<file path="src/rtl/tmr_pkg.sv">
package tmr_pkg;
    typedef enum logic {
        TMR_IDLE = 1'b0,
        TMR_RUN  = 1'b1
    } tmr_state_e;
endpackage

</file>
<file path="src/rtl/tmr_core.sv">
module tmr_core
    import tmr_pkg::*;
#(
    parameter int CNT_W = 16
) (
    input  logic             clk,
    input  logic             rst_n,
    input  logic             tick,
    input  logic             go,
    input  logic [CNT_W-1:0] reload,
    output logic [CNT_W-1:0] count_q,
    output logic             zero_evt
);
    localparam logic [CNT_W-1:0] ONE = CNT_W'(1);

    tmr_state_e state_q, state_d;

    // state register
    always_ff @(posedge clk or negedge rst_n) begin
        if (!rst_n) state_q <= TMR_IDLE;
        else        state_q <= state_d;
    end

    // transitions: start (IDLE->RUN, RUN->RUN), wrap (RUN->RUN)
    always_comb begin
        state_d = state_q;
        unique case (state_q)
            TMR_IDLE: if (go) state_d = TMR_RUN;
            TMR_RUN:  state_d = TMR_RUN;
        endcase
    end

    // outputs: zero event when a tick would take the count to zero
    always_comb begin
        zero_evt = (state_q == TMR_RUN) && tick && !go && (count_q == ONE);
    end

    always_ff @(posedge clk or negedge rst_n) begin
        if (!rst_n)                             count_q <= '0;
        else if (go)                            count_q <= reload;
        else if (state_q == TMR_RUN && tick) begin
            if (count_q == ONE)                 count_q <= reload;
            else                                count_q <= count_q - ONE;
        end
    end

    assert_go_loads_R3: assert property (@(posedge clk) disable iff (!rst_n)
        go |=> (count_q == $past(reload)));
    assert_tick_dec_R5: assert property (@(posedge clk) disable iff (!rst_n)
        (state_q == TMR_RUN && tick && !go && count_q != ONE) |=> (count_q == $past(count_q) - ONE));
    assert_wrap_reload_R5: assert property (@(posedge clk) disable iff (!rst_n)
        (state_q == TMR_RUN && tick && !go && count_q == ONE) |=> (count_q == $past(reload)));
    assert_idle_frozen_R7: assert property (@(posedge clk) disable iff (!rst_n)
        (state_q == TMR_IDLE && !go) |=> $stable(count_q));
endmodule

</file>
<file path="src/rtl/tmr_regs.sv">
module tmr_regs #(
    parameter int CNT_W  = 16,
    parameter int DATA_W = 8,
    parameter int ADDR_W = 5
) (
    input  logic              clk,
    input  logic              rst_n,
    input  logic              bus_wr,
    input  logic [ADDR_W-1:0] bus_addr,
    input  logic [DATA_W-1:0] bus_wdata,
    input  logic [CNT_W-1:0]  count_q,
    input  logic              zero_evt,
    output logic [CNT_W-1:0]  reload_q,
    output logic              go,
    output logic [DATA_W-1:0] bus_rdata,
    output logic              irq
);
    localparam int BYTES = CNT_W / DATA_W;
    localparam logic [ADDR_W-1:0] GO_OFS    = ADDR_W'(4 * BYTES);
    localparam logic [ADDR_W-1:0] LATCH_OFS = ADDR_W'(4 * BYTES + 4);
    localparam logic [ADDR_W-1:0] ACK_OFS   = ADDR_W'(4 * BYTES + 8);

    logic [CNT_W-1:0] latch_q;
    logic             latch_wr, ack_wr;

    assign go       = bus_wr && (bus_addr == GO_OFS);
    assign latch_wr = bus_wr && (bus_addr == LATCH_OFS) && bus_wdata[0];
    assign ack_wr   = bus_wr && (bus_addr == ACK_OFS);

    for (genvar i = 0; i < BYTES; i++) begin : g_reload
        always_ff @(posedge clk or negedge rst_n) begin
            if (!rst_n)
                reload_q[i*DATA_W +: DATA_W] <= '0;
            else if (bus_wr && bus_addr == ADDR_W'(4 * i))
                reload_q[i*DATA_W +: DATA_W] <= bus_wdata;
        end
    end

    always_ff @(posedge clk or negedge rst_n) begin
        if (!rst_n)        latch_q <= '0;
        else if (latch_wr) latch_q <= count_q;
    end

    // set beats clear so no zero event is lost
    always_ff @(posedge clk or negedge rst_n) begin
        if (!rst_n)        irq <= 1'b0;
        else if (zero_evt) irq <= 1'b1;
        else if (ack_wr)   irq <= 1'b0;
    end

    always_comb begin
        bus_rdata = '0;
        for (int i = 0; i < BYTES; i++)
            if (bus_addr == ADDR_W'(4 * i)) bus_rdata = latch_q[i*DATA_W +: DATA_W];
    end

    assert_latch_snap_R4: assert property (@(posedge clk) disable iff (!rst_n)
        latch_wr |=> (latch_q == $past(count_q)));
    assert_latch_hold_R4: assert property (@(posedge clk) disable iff (!rst_n)
        !latch_wr |=> $stable(latch_q));
    assert_irq_sticky_R6: assert property (@(posedge clk) disable iff (!rst_n)
        (irq && !ack_wr) |=> irq);
    assert_irq_set_R6: assert property (@(posedge clk) disable iff (!rst_n)
        zero_evt |=> irq);
endmodule

</file>
<file path="src/rtl/reload_timer.sv">
module reload_timer #(
    parameter int CNT_W  = 16,
    parameter int DATA_W = 8,
    parameter int ADDR_W = 5
) (
    input  logic              clk,
    input  logic              rst_n,
    input  logic              tick,
    input  logic              bus_wr,
    input  logic [ADDR_W-1:0] bus_addr,
    input  logic [DATA_W-1:0] bus_wdata,
    output logic [DATA_W-1:0] bus_rdata,
    output logic              irq
);
    logic [CNT_W-1:0] reload_q, count_q;
    logic             go, zero_evt;

    tmr_regs #(.CNT_W(CNT_W), .DATA_W(DATA_W), .ADDR_W(ADDR_W)) u_regs (
        .clk(clk), .rst_n(rst_n), .bus_wr(bus_wr), .bus_addr(bus_addr),
        .bus_wdata(bus_wdata), .count_q(count_q), .zero_evt(zero_evt),
        .reload_q(reload_q), .go(go), .bus_rdata(bus_rdata), .irq(irq)
    );

    tmr_core #(.CNT_W(CNT_W)) u_core (
        .clk(clk), .rst_n(rst_n), .tick(tick), .go(go), .reload(reload_q),
        .count_q(count_q), .zero_evt(zero_evt)
    );
endmodule

</file>
<file path="config.mk">
export PLATFORM = sky130hd
export DESIGN_NAME = reload_timer
export DESIGN_NICKNAME = d
export VERILOG_FILES = /design/src/rtl/tmr_pkg.sv /design/src/rtl/tmr_core.sv /design/src/rtl/tmr_regs.sv /design/src/rtl/reload_timer.sv
export SDC_FILE = /design/constraint.sdc
export NUM_CORES = 1
export LEC_CHECK = 0
export BUFFER_PORTS_ARGS = -buffer_cell sky130_fd_sc_hd__clkbuf_2
export CAP_MARGIN = 20
export CORE_MARGIN = 3
export CORE_UTILIZATION = 45
export CTS_BUF_LIST = sky130_fd_sc_hd__clkbuf_2 sky130_fd_sc_hd__clkbuf_4 sky130_fd_sc_hd__clkbuf_8
export DETAILED_ROUTE_END_ITERATION = 16
export SLEW_MARGIN = 20
export SYNTH_ARGS = -nofsm -noshare
export SYNTH_HDL_FRONTEND = slang
export SYNTH_SLANG_ARGS = --single-unit
</file>
<file path="constraint.sdc">
create_clock -name clk -period 6.79 [get_ports clk]
set_input_delay 1.358 -clock clk [delete_from_list [all_inputs] [get_ports clk]]
set_output_delay 1.358 -clock clk [all_outputs]
set_load 0.005 [all_outputs]
</file>
==> results_dict.tcl <==
set metrics [dict create \
    grt_pass1_vias 1781 \
    dpl.hpwl_um 3930 \
    r2r_slack_ns 4.34 \
    power_switching_share 0.300 \
    rsz0062_at_grt "no" \
    area_growth_pct 10.8 \
    antennaDiodeCount 0 \
    fin_util 0.527 \
    antenna_found_initial 0 \
    drtPass1Iterations 4 \
    track_usage 0.192 \
    setup-violations-final 0 \
    rr_worst_depth 5 \
    holdPathStages 1 \
    arrival_ns 2.77 \
    grt_max_degree 51 \
    routed.top_layer "met4" \
    yosysUniqueCellTypes 43 \
    initial_utilization 0.475 \
    final.setup_skew_ns 0.00711 \
    cts_tree "built" \
    worst_pin_slew_ns 0.695 \
    wl_met3_um 307 \
    period_share 0.608 \
    intPower_w 0.000491 \
    n_fill_cell 503 \
    root_buffer "clkbuf_8" \
    clkPwrFrac 0.246 \
    path_clk_slew_ns 0.08 \
    power.density_nw_per_um2 254 \
    met1_length_um 2590 \
    r2r-start "u_core.count_q[11]" \
    crit_path_end_kind "output pin" \
    route.detailed.drc 0 \
    p_leak_nw 1.27 \
    rows 26 \
    relSlewSlack 0.533 \
    ant_nets 0 \
    status "finished clean" \
    syn_area_um2 2490 \
    drtIter0Drc 110 \
    slew_viol_final 0 \
    cts_sinks 50 \
    die_h_um 80.4 \
    cts_resized 0 \
    seq_area_frac_synth 0.503 \
    via_per_inst 5.86 \
    vdd_drop_max_v 0.000110 \
    worstPathRequired_ns 5.43 \
    synth_area_per_cell_um2 11.2 \
    cts_max_level 2 \
    drive_gt1_frac 0.290 \
    setup-tns-final_ns 0 \
    core_area_um2 5240 \
    die_width_um 80.4 \
    drv_cap 0 \
    dieArea_um2 6460 \
    wl_per_cell_um 17.3 \
    critPathKind "input port to output pin" \
    final_nets 267 \
    totalWireLength_um 5490 \
    io_pins 26 \
    syn-num-nets 242 \
    hold_viol 0 \
    yosysWarnings 0 \
    synth_cells 223 \
    r2r-end "u_core.count_q[5]" \
    grt_pass1_wl_um 9290 \
    power_frac_seq 0.570 \
    hold_buffers 0 \
    num_vias 1863 \
    pwr-share-comb 0.184 \
    cp_max_fo 9 \
    max_freq_mhz 242 \
    holdPathEnd "u_core.state_q" \
    gp_congestion 0.833 \
    cts_made_buffers 5 \
    start_kind "input port" \
    p_switching_w 0.000210 \
    ys_ff_latch 50 \
    clk_path_buf_depth 2 \
    wl_met2_um 2520 \
    finalPower_w 0.000701 \
    cts_setup_buffers 0 \
    io_buffers 25 \
    insertion_delay_ns 0.31 \
    fin_crit_ns 4.13 \
    overflow 0 \
    min_path_type "flop to flop" \
    hp-start "u_core.state_q" \
]
==> cell usage in the layout (no fill, tap or decap), types with 7 or more instances in the layout <==
cell type and n:
dfrtp_1 50, nor3_1 9, a22o_1 9, clkbuf_2 25, nor2_1 11, mux2_2 32, nand2_1 13, a21oi_1 7
a2bb2oi_1 7, nand3_1 8
==> power groups by stage <==
stage	combinational [W]	clock (W)	sequential [W]
after global placement	0.000128	0	0.000404
after detailed placement	0.000129	0	0.000405
after floorplan	0.0000999	0	0.000384
final	0.000129	0.000172	0.000400
after CTS	0.000129	0.000179	0.000399
after global routing	0.000148	0.000188	0.000408
==> sequential cells by signal, indices dropped and copies added, names as in the netlist <==
register / cells
u_core.count_q: 16
u_regs.latch_q: 16
u_regs.reload_q: 16
u_core.state_q: 1
u_regs.irq: 1
==> critical path, cell delays in order <==
cell      delay (ns)
clkbuf_2        0.09
or3_1           0.44
nor3_2          0.52
a22o_1          0.24
clkbuf_2        0.11
==> layer usage <==
layer | up-vias | track usage
met5 | - | 0
met4 | 0 | 0.0608
met3 | 6 | 0.0404
met2 | 43 | 0.281
met1 | 922 | 0.283
li1 | 892 | -
==> cells in the mapped netlist <==
| cell type | instances | area share |
|---|---|---|
| o22ai_1 | 3 | 0.0075 |
| buf_1 | 1 | 0.0015 |
| o21ai_4 | 1 | 0.0065 |
| o21ai_0 | 4 | 0.0080 |
| o21ai_1 | 5 | 0.010 |
| ha_1 | 2 | 0.010 |
| mux2_2 | 32 | 0.14 |
| o211ai_1 | 3 | 0.0090 |
| nand2_1 | 13 | 0.020 |
| o31a_1 | 1 | 0.0035 |
| o221ai_1 | 2 | 0.0070 |
| nor3_2 | 1 | 0.0040 |
| nor2_1 | 11 | 0.017 |
| o21a_1 | 1 | 0.0030 |
| nor4_1 | 4 | 0.010 |
| a21o_1 | 2 | 0.0060 |
| a21oi_1 | 7 | 0.014 |
| or4_4 | 1 | 0.0045 |
| buf_6 | 2 | 0.0090 |
| o311ai_0 | 1 | 0.0035 |
| a2bb2oi_1 | 7 | 0.025 |
| a22oi_1 | 2 | 0.0060 |
| or3_1 | 6 | 0.015 |
| a211o_1 | 2 | 0.0070 |
| o22a_1 | 1 | 0.0035 |
| dfrtp_1 | 50 | 0.50 |
| a22o_1 | 9 | 0.032 |
| nand3b_1 | 1 | 0.0030 |
| inv_1 | 5 | 0.0075 |
| or3b_2 | 1 | 0.0035 |
| or2_0 | 1 | 0.0025 |
| nand2b_1 | 2 | 0.0050 |
| mux2i_1 | 3 | 0.012 |
| nand4_1 | 2 | 0.0050 |
| or4_1 | 3 | 0.0090 |
| or2_1 | 1 | 0.0025 |
| nand3_1 | 8 | 0.016 |
| and3_1 | 3 | 0.0075 |
| clkbuf_1 | 6 | 0.0090 |
| or2_2 | 1 | 0.0025 |
| nor3_1 | 10 | 0.020 |
| a211oi_1 | 1 | 0.0030 |
| and2_1 | 1 | 0.0025 |
==> worst max path at each step <==
stage	startpoint	end	depth (start not counted)
after floorplan	bus_addr[1]	bus_rdata[0]	3
after global routing	bus_addr[1]	bus_rdata[6]	5
after global placement	bus_addr[1]	bus_rdata[6]	5
final	bus_addr[1]	bus_rdata[7]	5
after detailed placement	bus_addr[1]	bus_rdata[6]	5
after CTS	bus_addr[1]	bus_rdata[6]	5
==> logic make-up (layout without fill, tap and decap cells) <==
| family | after synthesis | after routing | share of synthesized area |
|---|---|---|---|
| flip-flops | 50 | 50 | 0.503 |
| adder cells (fa/ha/maj) | 2 | 2 | 0.0100 |
| multiplexers | 35 | 35 | 0.157 |
| AND/OR/NAND/NOR | 70 | 70 | 0.149 |
| buffers and inverters | 14 | 39 | 0.0271 |
| AO/OA/AOI/OAI | 52 | 52 | 0.154 |
==> final cells by class <==
cell class                      instances  area [um^2]  area share
Timing Repair Buffer                   27          140      0.0508
Inverter                                5         18.8     0.00681
Tap cell                               70         87.6      0.0318
Clock buffer                            7         83.8      0.0304
Sequential cell                        50         1250       0.454
Multi-Input combinational cell        159         1180       0.426
==> through the flow <==
stage / cell area (um^2) / setup WS [ns] / hold WS (ns) / instances
5_1_grt: 2760 / 2.50 / 0.533 / 318
3_3_place_gp: 2670 / 2.32 / 0.466 / 311
3_5_place_dp: 2670 / 2.31 / 0.484 / 311
4_1_cts: 2750 / 2.31 / 0.510 / 318
6_report: 2760 / 2.66 / 0.504 / 318
2_1_floorplan: 2490 / 2.88 / 0.450 / 223
Power figures use the tool's default switching activity.
